<file path="config.mk">
export PLATFORM = sky130hd
export DESIGN_NAME = ilv_mem
export DESIGN_NICKNAME = d
export VERILOG_FILES = /design/src/rtl/ilv_pkg.sv /design/src/rtl/ilv_map.sv /design/src/rtl/ilv_bank.sv /design/src/rtl/ilv_seq.sv /design/src/rtl/ilv_ret.sv /design/src/rtl/ilv_mem.sv
export SDC_FILE = /design/constraint.sdc
export NUM_CORES = 1
export LEC_CHECK = 0
export BUFFER_PORTS_ARGS = -buffer_cell sky130_fd_sc_hd__buf_4
export CAP_MARGIN = 30
export CORE_MARGIN = 2
export CORE_UTILIZATION = 45
export CTS_BUF_LIST = sky130_fd_sc_hd__clkbuf_16
export DETAILED_ROUTE_END_ITERATION = 7
export GPL_TIMING_DRIVEN = 0
export PLACE_DENSITY = 0.68
export SKIP_LAST_GASP = 1
export SYNTH_ARGS = -nofsm -noshare
export SYNTH_HDL_FRONTEND = slang
export SYNTH_SLANG_ARGS = --single-unit
</file>
<file path="constraint.sdc">
create_clock -name clk -period 3.3 [get_ports clk]
set_clock_uncertainty 0.05 [all_clocks]
set_input_delay 0.66 -clock clk [delete_from_list [all_inputs] [get_ports clk]]
set_output_delay 0.66 -clock clk [all_outputs]
set_load 0.03 [all_outputs]
</file>
<file path="src/rtl/ilv_pkg.sv">
// Shared types for the interleaved bank memory.
package ilv_pkg;
    // How an address is split into bank number and row.
    typedef enum logic {
        MAP_LOW  = 1'b0,
        MAP_HIGH = 1'b1
    } map_e;
endpackage

</file>
<file path="src/rtl/ilv_map.sv">
// Address splitter: turns a flat word address into a bank number and a row.
// Assumes BW >= 1 and AW > BW. The split is purely combinational.
module ilv_map
    import ilv_pkg::*;
#(
    parameter int AW = 6,
    parameter int BW = 2
) (
    input  logic [AW-1:0]    addr,
    input  map_e             mode,
    output logic [BW-1:0]    bank,
    output logic [AW-BW-1:0] row
);
    // Pick the bank field from the top or bottom of the address.
    always_comb begin
        if (mode == MAP_HIGH) begin
            bank = addr[AW-1 -: BW];
            row  = addr[AW-BW-1:0];
        end else begin
            bank = addr[BW-1:0];
            row  = addr[AW-1:BW];
        end
    end
endmodule

</file>
<file path="src/rtl/ilv_bank.sv">
// One memory bank with its own address register, data register and access timer.
// An issued access returns its word in the data register exactly ACC_T edges
// later, with a one-cycle vld pulse. The bank accepts a new access on the same
// edge that completes the old one. Assumes ACC_T >= 2.
module ilv_bank #(
    parameter int DW    = 16,
    parameter int RW    = 4,
    parameter int ACC_T = 4
) (
    input  logic          clk,
    input  logic          rst_n,
    input  logic          issue,
    input  logic [RW-1:0] issue_row,
    input  logic          wr_en,
    input  logic [RW-1:0] wr_row,
    input  logic [DW-1:0] wr_data,
    output logic          free,
    output logic          vld,
    output logic [DW-1:0] dreg
);
    localparam int CW    = $clog2(ACC_T);
    localparam int DEPTH = 1 << RW;

    logic [DW-1:0] store [DEPTH];
    logic [RW-1:0] areg;
    logic [CW-1:0] rem;
    logic          busy;

    // The bank is free when idle or when it finishes on this edge.
    assign free = !busy || (rem == '0);

    // Storage write port.
    always_ff @(posedge clk) begin
        if (wr_en) store[wr_row] <= wr_data;
    end

    // Access timer, address register and data register.
    always_ff @(posedge clk) begin
        if (!rst_n) begin
            busy <= 1'b0;
            rem  <= '0;
            areg <= '0;
            vld  <= 1'b0;
            dreg <= '0;
        end else begin
            vld <= 1'b0;
            if (busy && rem == '0) begin
                dreg <= store[areg];
                vld  <= 1'b1;
                busy <= 1'b0;
            end else if (busy) begin
                rem <= rem - 1'b1;
            end
            if (issue) begin
                busy <= 1'b1;
                areg <= issue_row;
                rem  <= CW'(ACC_T - 1);
            end
        end
    end
endmodule

</file>
<file path="src/rtl/ilv_seq.sv">
// Burst sequencer: captures a request and walks its addresses in order.
// It issues at most one bank access per cycle, and holds back when the target
// bank is still busy. Assumes fin arrives only while a burst is active.
module ilv_seq
    import ilv_pkg::*;
#(
    parameter int NB = 4,
    parameter int AW = 6,
    parameter int BW = 2,
    parameter int LW = 7
) (
    input  logic             clk,
    input  logic             rst_n,
    input  logic             start,
    input  logic [AW-1:0]    start_addr,
    input  logic [LW-1:0]    start_len,
    input  map_e             mode_in,
    input  logic             fin,
    input  logic [NB-1:0]    bank_free,
    output logic             active,
    output logic [NB-1:0]    issue,
    output logic [AW-BW-1:0] issue_row,
    output logic [LW-1:0]    burst_len
);
    logic [AW-1:0] cur;
    logic [LW-1:0] left;
    map_e          mode_q;
    logic [BW-1:0] bsel;
    logic          go;

    ilv_map #(.AW(AW), .BW(BW)) u_map (
        .addr(cur), .mode(mode_q), .bank(bsel), .row(issue_row)
    );

    // Issue when words remain and the target bank can accept.
    always_comb begin
        go          = active && (left != '0) && bank_free[bsel];
        issue       = '0;
        issue[bsel] = go;
    end

    // Request capture, address walk and burst end.
    always_ff @(posedge clk) begin
        if (!rst_n) begin
            active    <= 1'b0;
            cur       <= '0;
            left      <= '0;
            burst_len <= '0;
            mode_q    <= MAP_LOW;
        end else if (!active) begin
            if (start && start_len != '0) begin
                active    <= 1'b1;
                cur       <= start_addr;
                left      <= start_len;
                burst_len <= start_len;
                mode_q    <= mode_in;
            end
        end else begin
            if (go) begin
                cur  <= cur + 1'b1;
                left <= left - 1'b1;
            end
            if (fin) active <= 1'b0;
        end
    end
endmodule

</file>
<file path="src/rtl/ilv_ret.sv">
// Shared return bus: forwards the single finishing bank's word and counts
// returned words against the burst length. Assumes at most one bank completes
// per cycle, which holds because issues are at most one per cycle with fixed latency.
module ilv_ret #(
    parameter int NB = 4,
    parameter int DW = 16,
    parameter int LW = 7
) (
    input  logic                   clk,
    input  logic                   rst_n,
    input  logic [NB-1:0]          bank_vld,
    input  logic [NB-1:0][DW-1:0]  bank_data,
    input  logic [LW-1:0]          burst_len,
    output logic                   rd_valid,
    output logic [DW-1:0]          rd_data,
    output logic                   fin,
    output logic                   done
);
    logic [LW-1:0] cnt;

    // Bus mux: OR together the data of the completing bank.
    always_comb begin
        rd_valid = |bank_vld;
        rd_data  = '0;
        for (int b = 0; b < NB; b++) begin
            if (bank_vld[b]) rd_data = rd_data | bank_data[b];
        end
        fin = rd_valid && (cnt == burst_len - 1'b1);
    end

    // Returned-word counter and end-of-burst pulse.
    always_ff @(posedge clk) begin
        if (!rst_n) begin
            cnt  <= '0;
            done <= 1'b0;
        end else begin
            done <= fin;
            if (fin)           cnt <= '0;
            else if (rd_valid) cnt <= cnt + 1'b1;
        end
    end
endmodule

</file>
<file path="src/rtl/ilv_mem.sv">
// Interleaved multi-bank memory with burst reads over a shared bus.
// Writes go straight to one bank and are accepted only while no burst runs.
// Assumes NBANK and BANK_WORDS are powers of two, NBANK >= 2 and ACC_T >= 2.
module ilv_mem
    import ilv_pkg::*;
#(
    parameter int NBANK      = 4,
    parameter int BANK_WORDS = 16,
    parameter int DATA_W     = 16,
    parameter int ACC_T      = 4,
    localparam int BW        = $clog2(NBANK),
    localparam int RW        = $clog2(BANK_WORDS),
    localparam int AW        = BW + RW,
    localparam int LW        = AW + 1
) (
    input  logic              clk,
    input  logic              rst_n,
    input  logic              map_high,
    input  logic              wr_en,
    input  logic [AW-1:0]     wr_addr,
    input  logic [DATA_W-1:0] wr_data,
    input  logic              start,
    input  logic [AW-1:0]     start_addr,
    input  logic [LW-1:0]     start_len,
    output logic              rd_valid,
    output logic [DATA_W-1:0] rd_data,
    output logic              done
);
    logic                         burst_act;
    logic [NBANK-1:0]             bank_free;
    logic [NBANK-1:0]             bank_vld;
    logic [NBANK-1:0]             bank_issue;
    logic [NBANK-1:0][DATA_W-1:0] bank_data;
    logic [RW-1:0]                issue_row;
    logic [LW-1:0]                burst_len;
    logic                         fin;
    logic [BW-1:0]                wbank;
    logic [RW-1:0]                wrow;
    logic                         wr_go;

    ilv_map #(.AW(AW), .BW(BW)) u_wmap (
        .addr(wr_addr), .mode(map_e'(map_high)), .bank(wbank), .row(wrow)
    );

    // Writes are blocked while a burst is in progress.
    assign wr_go = wr_en && !burst_act;

    ilv_seq #(.NB(NBANK), .AW(AW), .BW(BW), .LW(LW)) u_seq (
        .clk(clk), .rst_n(rst_n), .start(start), .start_addr(start_addr),
        .start_len(start_len), .mode_in(map_e'(map_high)), .fin(fin),
        .bank_free(bank_free), .active(burst_act), .issue(bank_issue),
        .issue_row(issue_row), .burst_len(burst_len)
    );

    for (genvar b = 0; b < NBANK; b++) begin : g_bank
        ilv_bank #(.DW(DATA_W), .RW(RW), .ACC_T(ACC_T)) u_bank (
            .clk(clk), .rst_n(rst_n),
            .issue(bank_issue[b]), .issue_row(issue_row),
            .wr_en(wr_go && (wbank == BW'(b))), .wr_row(wrow), .wr_data(wr_data),
            .free(bank_free[b]), .vld(bank_vld[b]), .dreg(bank_data[b])
        );
    end

    ilv_ret #(.NB(NBANK), .DW(DATA_W), .LW(LW)) u_ret (
        .clk(clk), .rst_n(rst_n), .bank_vld(bank_vld), .bank_data(bank_data),
        .burst_len(burst_len), .rd_valid(rd_valid), .rd_data(rd_data),
        .fin(fin), .done(done)
    );
endmodule

</file>
# After elaboration in Yosys (flattened, before gate mapping)
# Memories as Yosys holds them, arrays and structs flattened. A register that Yosys moved wholly into a read port is not among the register bits.
# Cells that the tools add are included.
[word_totals]
register_bits = 62
ram_bits = 1024
inputBits = 40
output_inout_bits = 18
wordCells = 156
memories = 4
[memory_table]
columns = ["name", "words", "width", "read_ports", "rd_clocked_by_memory_dff", "wr", "line_no", "text"]
rows = [
  ["g_bank[0].u_bank.store", 16, 16, 1, 1, 1, "ilv_bank.sv:24", "logic [DW-1:0] store [DEPTH];"],
  ["g_bank[1].u_bank.store", 16, 16, 1, 1, 1, "ilv_bank.sv:24", ""],
  ["g_bank[2].u_bank.store", 16, 16, 1, 1, 1, "ilv_bank.sv:24", ""],
  ["g_bank[3].u_bank.store", 16, 16, 1, 1, 1, "ilv_bank.sv:24", ""],
]
[op_classes]
add_sub_neg = 8
n_lt_le_gt_ge = 2
eq_ne = 9
muxes = 53
bitwise = 6
reduce_logical = 51
[ops]
columns = ["operator", "n"]
rows = [
  ["$mux 16", 4],
  ["$or 16x16->16", 3],
  ["$mux 2", 14],
  ["$mux 1", 25],
  ["$mux 7", 3],
  ["$mux 6", 3],
  ["$reduce_bool 2->1", 9],
  ["$logic_and 1x1->1", 14],
  ["$reduce_bool 7->1", 2],
  ["$sub 7x1->7 const B", 2],
  ["$reduce_and 2->1", 6],
  ["$logic_not 2->1", 5],
  ["$ne 2x2->1 const B", 5],
  ["$logic_not 1->1", 9],
  ["$mux 4", 2],
  ["$sub 2x1->2 const B", 4],
  ["$add 7x1->7 const B", 1],
  ["$eq 7x7->1", 1],
  ["$add 6x1->6 const B", 1],
  ["$and 4x4->4", 1],
  ["$eq 2x2->1 const B", 2],
  ["$logic_or 1x1->1", 4],
  ["$reduce_or 4->1", 1],
  ["$lt 2x3->1 const B", 1],
  ["other kinds (6)", 7],
]

# Logic depth before layout (Yosys ltp)
[depth]
word_depth = 8
depth_mapped = 9
mapped_depth_nobuf = 7

# Modules after synthesis
# A second synthesis with hierarchy kept.
[unflattened]
cells_unflattened = 2357
hier_area_um2 = 45021.9
[by_module_without_submodules]
columns = ["mod", "n_inst", "cells_per_inst", "area_per_inst_um2", "seq_area_each_um2"]
rows = [
  ["ilv_bank", 4, 520, 10652.7, 8167.8],
  ["ilv_seq", 1, 140, 1236.2, 440.4],
  ["ilv_ret", 1, 119, 922.1, 160.2],
  ["ilv_map", 2, 7, 101.3, 0.0],
  ["ilv_mem", 1, 4, 50.0, 0.0],
]

# Least setup slack after synthesis
# No wires, ideal clock.
[synth_path]
kind = "input to register"
startpoint = "input map_high"
endpoint = "memory g_bank[0].u_bank.store[3][0], enable pin"
setup_time_ns = 0.388
arrival_time_ns = 2.451
path_slack_ns = 0.411
stages = 6
path_cell_list = "clkbuf_1 > clkbuf_1 > nand2_1 > o32ai_1 > nand2_1 > nor2_1"
[synth_via]
elab_chain_cells = 5
elab_cells_between_ends = 6
[synth_lines]
columns = ["element", "line_no", "text"]
rows = [
  ["from (decl)", "ilv_mem.sv:18", "input logic map_high,"],
  ["$mux 2", "ilv_map.sv:16", "if (mode == MAP_HIGH) begin"],
  ["$logic_not 2->1", "ilv_mem.sv:59", ".wr_en(wr_go && (wbank == BW'(b))), .wr_row(wrow), .wr_data(wr_data),"],
  ["$logic_and 1x1->1", "ilv_mem.sv:59", ""],
  ["$mux 1", "ilv_bank.sv:34", "if (wr_en) store[wr_row] <= wr_data;"],
  ["$mux 1 (not written as such)", "ilv_bank.sv:34", ""],
  ["to (decl)", "ilv_bank.sv:24", ""],
]
# Parallel ways exist; a longest one is shown, timed or not.

# Final worst setup path
[layout_path]
startpoint = "input map_high"
endpoint = "memory g_bank[3].u_bank.store[6][2], enable pin"
[layout_via]
elab_chain_cells = 5
elab_cells_between_ends = 6
[layout_lines]
columns = ["element", "line_no"]
rows = [
  ["$mux 2", "ilv_map.sv:16"],
  ["$eq 2x2->1", "ilv_mem.sv:59"],
  ["$logic_and 1x1->1", "ilv_mem.sv:59"],
  ["$mux 1", "ilv_bank.sv:34"],
  ["$mux 1 (not written as such)", "ilv_bank.sv:34"],
  ["to (decl)", "ilv_bank.sv:24"],
]
# Parallel ways exist; a longest one is shown, timed or not.

==> results.ini <==
[status]
outcome=complete, but fails checks
violations=negative setup slack

[logic_synthesis]
number_of_synthesis_warnings=0
yosysMostFrequentCell=sky130_fd_sc_hd__edfxtp_1
gate_count_post_synth=2100
synth.top_cells.by_count=1024 x sky130_fd_sc_hd__edfxtp_1, 320 x sky130_fd_sc_hd__mux4_2, 126 x sky130_fd_sc_hd__dfxtp_1
synth.area.mux_share_pct=17.0
synth_xor_xnor_area_share_pct=0.338
synth-main-ff-cell=sky130_fd_sc_hd__edfxtp_1
post_synthesis_simple_gate_area_fraction_pct=2.41
synth-edff-count=1024
synth.ff_latch_count=1150
async_flop_share_pct=0
synthesis.area_per_instance_um2=21.0
synth.lib_cells_used.distinct=56
largest_family_of_logic_cells_by_synthesized_area=multiplexers
synth.net_count=2148
syn_area_um2=44100
synth.top_cell.area_share_pct=69.7
synth_sequential_area_ratio_pct=75.4
netlist.top_cell.by_area=sky130_fd_sc_hd__edfxtp_1
synth_compound_area_share_pct=3.21
largest_cells_by_area_after_synthesis=sky130_fd_sc_hd__edfxtp_1 70%, sky130_fd_sc_hd__mux4_2 16%, sky130_fd_sc_hd__dfxtp_1 5.7%, sky130_fd_sc_hd__a22o_1 1.3%, sky130_fd_sc_hd__nor2_1 0.93%
synth_adder_area_share_pct=0.227

[hold_path]
worst_min_delay_path_class=in -> reg

[detailed_routing]
totalWireLength_mm=105
route.detailed.wl_per_inst_um=28.4
detail_route.first_pass.iterations=6
ant_nets=0
route.detailed.vias_per_inst=6.00
drc=0
drt_iter0_drc=2956
total_via_count_after_detailed_routing=22300

[layout]
drive_gt1_share_pct=30.0
area.growth.synth_to_final_pct=15.7
layout_fillers=7228
antenna_cells_inserted=0
instances_no_fill=3709
final_area_um2=51000
nets=2381

[worst_setup_path]
critical-path-top-cell-by-count=sky130_fd_sc_hd__clkbuf_1
cp.required_ns=3.54
crit_arrival_ns=3.68
cp-end-kind=flip-flop
crit_fanout=16
crit_chain=clkbuf_1 -> mux2i_1 -> nor3b_1 -> nand2_1 -> clkbuf_1 -> nor2_2
critPathSlowestCell=sky130_fd_sc_hd__nor2_2
cp-start-kind=primary input
slowest_cell_delay_on_critical_path_ns=0.83
worstSetupPathType=in -> reg

[sta]
worst_slew_pin_slew_ns=0.956
timing.max_slew.rel_slack_pct=36.3
finalCritPeriodShare_pct=104
hold_violations=0
setup-violations-final=58
slew_viol_final=0
post-route-worst-setup-slack_ns=-0.142
clock.fmax_mhz=291
rsz0062_at_grt=yes
hold_ws_ns=0.191
final_period_minus_worst_setup_slack_ns=3.44

[grt]
grt_first_pass_wirelength_mm=154
globalRouteOverflowTotal=0
grt_start_max_net_pins=65
grt_use_total_pct=21.3
via_count_of_the_first_global_routing_pass=22400
grt_antenna_before_repair=3

[clocking]
path_clk_slew_ns=0.06
worstSkewPairLatency_ns=0.69
clock_tree.htree_level_count=3
cts_tree=built
cts_made_buffers=112
clk_root_buffer_cell=sky130_fd_sc_hd__clkbuf_16
ctsLongestPathBuffers=3
clock_sinks=1150

[placement]
detailed_place.area_um2=47200
routability_driven_placement_congestion_ratio=0.894
placed_cells_incl_taps=3493
post-dp-hpwl_mm=69.4
io_buffers=55

[floorplanning]
die_area_um2=101000
floorplan.initialDensity_pct=45.5
chipHeight_um=317
horizontal_die_dimension_um=317
core.rowCount=114
placeableCoreArea_um2=96900
top_level_ports=58

[pwr]
worst_ir_drop_vdd_uv=427
p_total_mw=30.1
leakage_nw=15.8
power_density_nw_per_um2=591

[job]
timing.max_cap.violations=0

-- through the flow --
stage,setup WS [ns],util (%),setup TNS (ns)
after floorplan,0.411,-,0
after CTS,0.0257,52.7,0
final,-0.142,52.7,-5.66
after global placement,-1.10,47.6,-821.10
after global routing,-0.140,52.7,-5.79
after detailed placement,-0.669,48.8,-211.15
-- critical path, delay by kind of cell --
kind                   cells  cell delay [ns]
muxes                      1             0.29
buffers and inverters      2             0.73
and+or+nand+nor            3             1.98
-- cell usage in the layout (no fill, tap or decap), types with 33 or more instances in the layout --
master	Yosys	routed
sky130_fd_sc_hd__nor2_2	0	60
sky130_fd_sc_hd__a22o_1	66	66
sky130_fd_sc_hd__edfxtp_1	1024	1024
sky130_fd_sc_hd__nand2_1	72	72
sky130_fd_sc_hd__clkbuf_16	0	119
sky130_fd_sc_hd__buf_4	4	63
sky130_fd_sc_hd__a22oi_1	33	33
sky130_fd_sc_hd__clkbuf_1	74	72
sky130_fd_sc_hd__mux4_2	320	320
sky130_fd_sc_hd__clkinv_1	6	33
sky130_fd_sc_hd__nor2_1	109	48
sky130_fd_sc_hd__buf_8	0	55
sky130_fd_sc_hd__dfxtp_1	126	126
-- state kept, by name, indices dropped and copies added (netlist names) --
signal               cells
g_bank.u_bank.areg      16
g_bank.u_bank.busy       4
g_bank.u_bank.dreg      64
g_bank.u_bank.rem        8
g_bank.u_bank.store   1024
g_bank.u_bank.vld        4
u_ret.cnt                7
u_ret.done               1
u_seq.active             1
u_seq.burst_len          7
u_seq.cur                6
u_seq.left               7
u_seq.mode_q             1
-- logic make-up (layout without fill, tap and decap cells) --
kind of cell | Yosys count | after routing
DFF | 1150 | 1150
buffers and inverters | 144 | 477
adders and majority gates | 8 | 8
and+or+nand+nor | 243 | 243
AOI/OAI and AO/OA | 188 | 188
xor gates and xnor gates | 17 | 17
muxes | 350 | 350
-- layout make-up --
cell class / count / area, um^2 / share of cell area (%)
Sequential cell: 1150 / 33300 / 65.2
Multi-Input combinational cell: 806 / 10400 / 20.4
Clock buffer: 119 / 2980 / 5.84
Tap cell: 1276 / 1600 / 3.13
Timing Repair Buffer: 119 / 1390 / 2.72
Clock inverter: 95 / 792 / 1.55
Buffer: 116 / 493 / 0.966
Inverter: 28 / 105 / 0.206
-- final timing paths --
path	start	end	slack, ns	cells past startpoint
max	map_high	g_bank[3].u_bank.store[6][2]	-0.14	6
min	start_len[5]	u_seq.burst_len[5]	0.19	3
max reg2reg	u_seq.active	g_bank[3].u_bank.store[6][2]	0.03	5
min reg2reg	g_bank[1].u_bank.dreg[6]	g_bank[1].u_bank.dreg[6]	0.43	1
-- metal layers --
metal  share of wire, %  vias up  global-route usage [%]
met4                2.5        4                    6.42
met3                8.7      154                    4.02
met5              0.029        -                       0
li1                   -     9226                       -
met1                 42    11800                    31.3
met2                 47     1072                    32.7
-- power by group --
part / internal, mW / leakage, nW / switching (mW)
Clock: 7.40 / 1.92 / 5.46
Combinational: 0.413 / 3.69 / 0.828
Sequential: 16.0 / 10.2 / 0.0779
Total: 23.8 / 15.8 / 6.36
-- repair_timing --
item / 4_1_cts / 5_1_grt
endpoints found under the setup margin: 1 / 77
hold buffers: 0 / 0
gates resized for setup: 1 / 4
buffers inserted: 0 / 0
(Power assumes the default switching activity.)
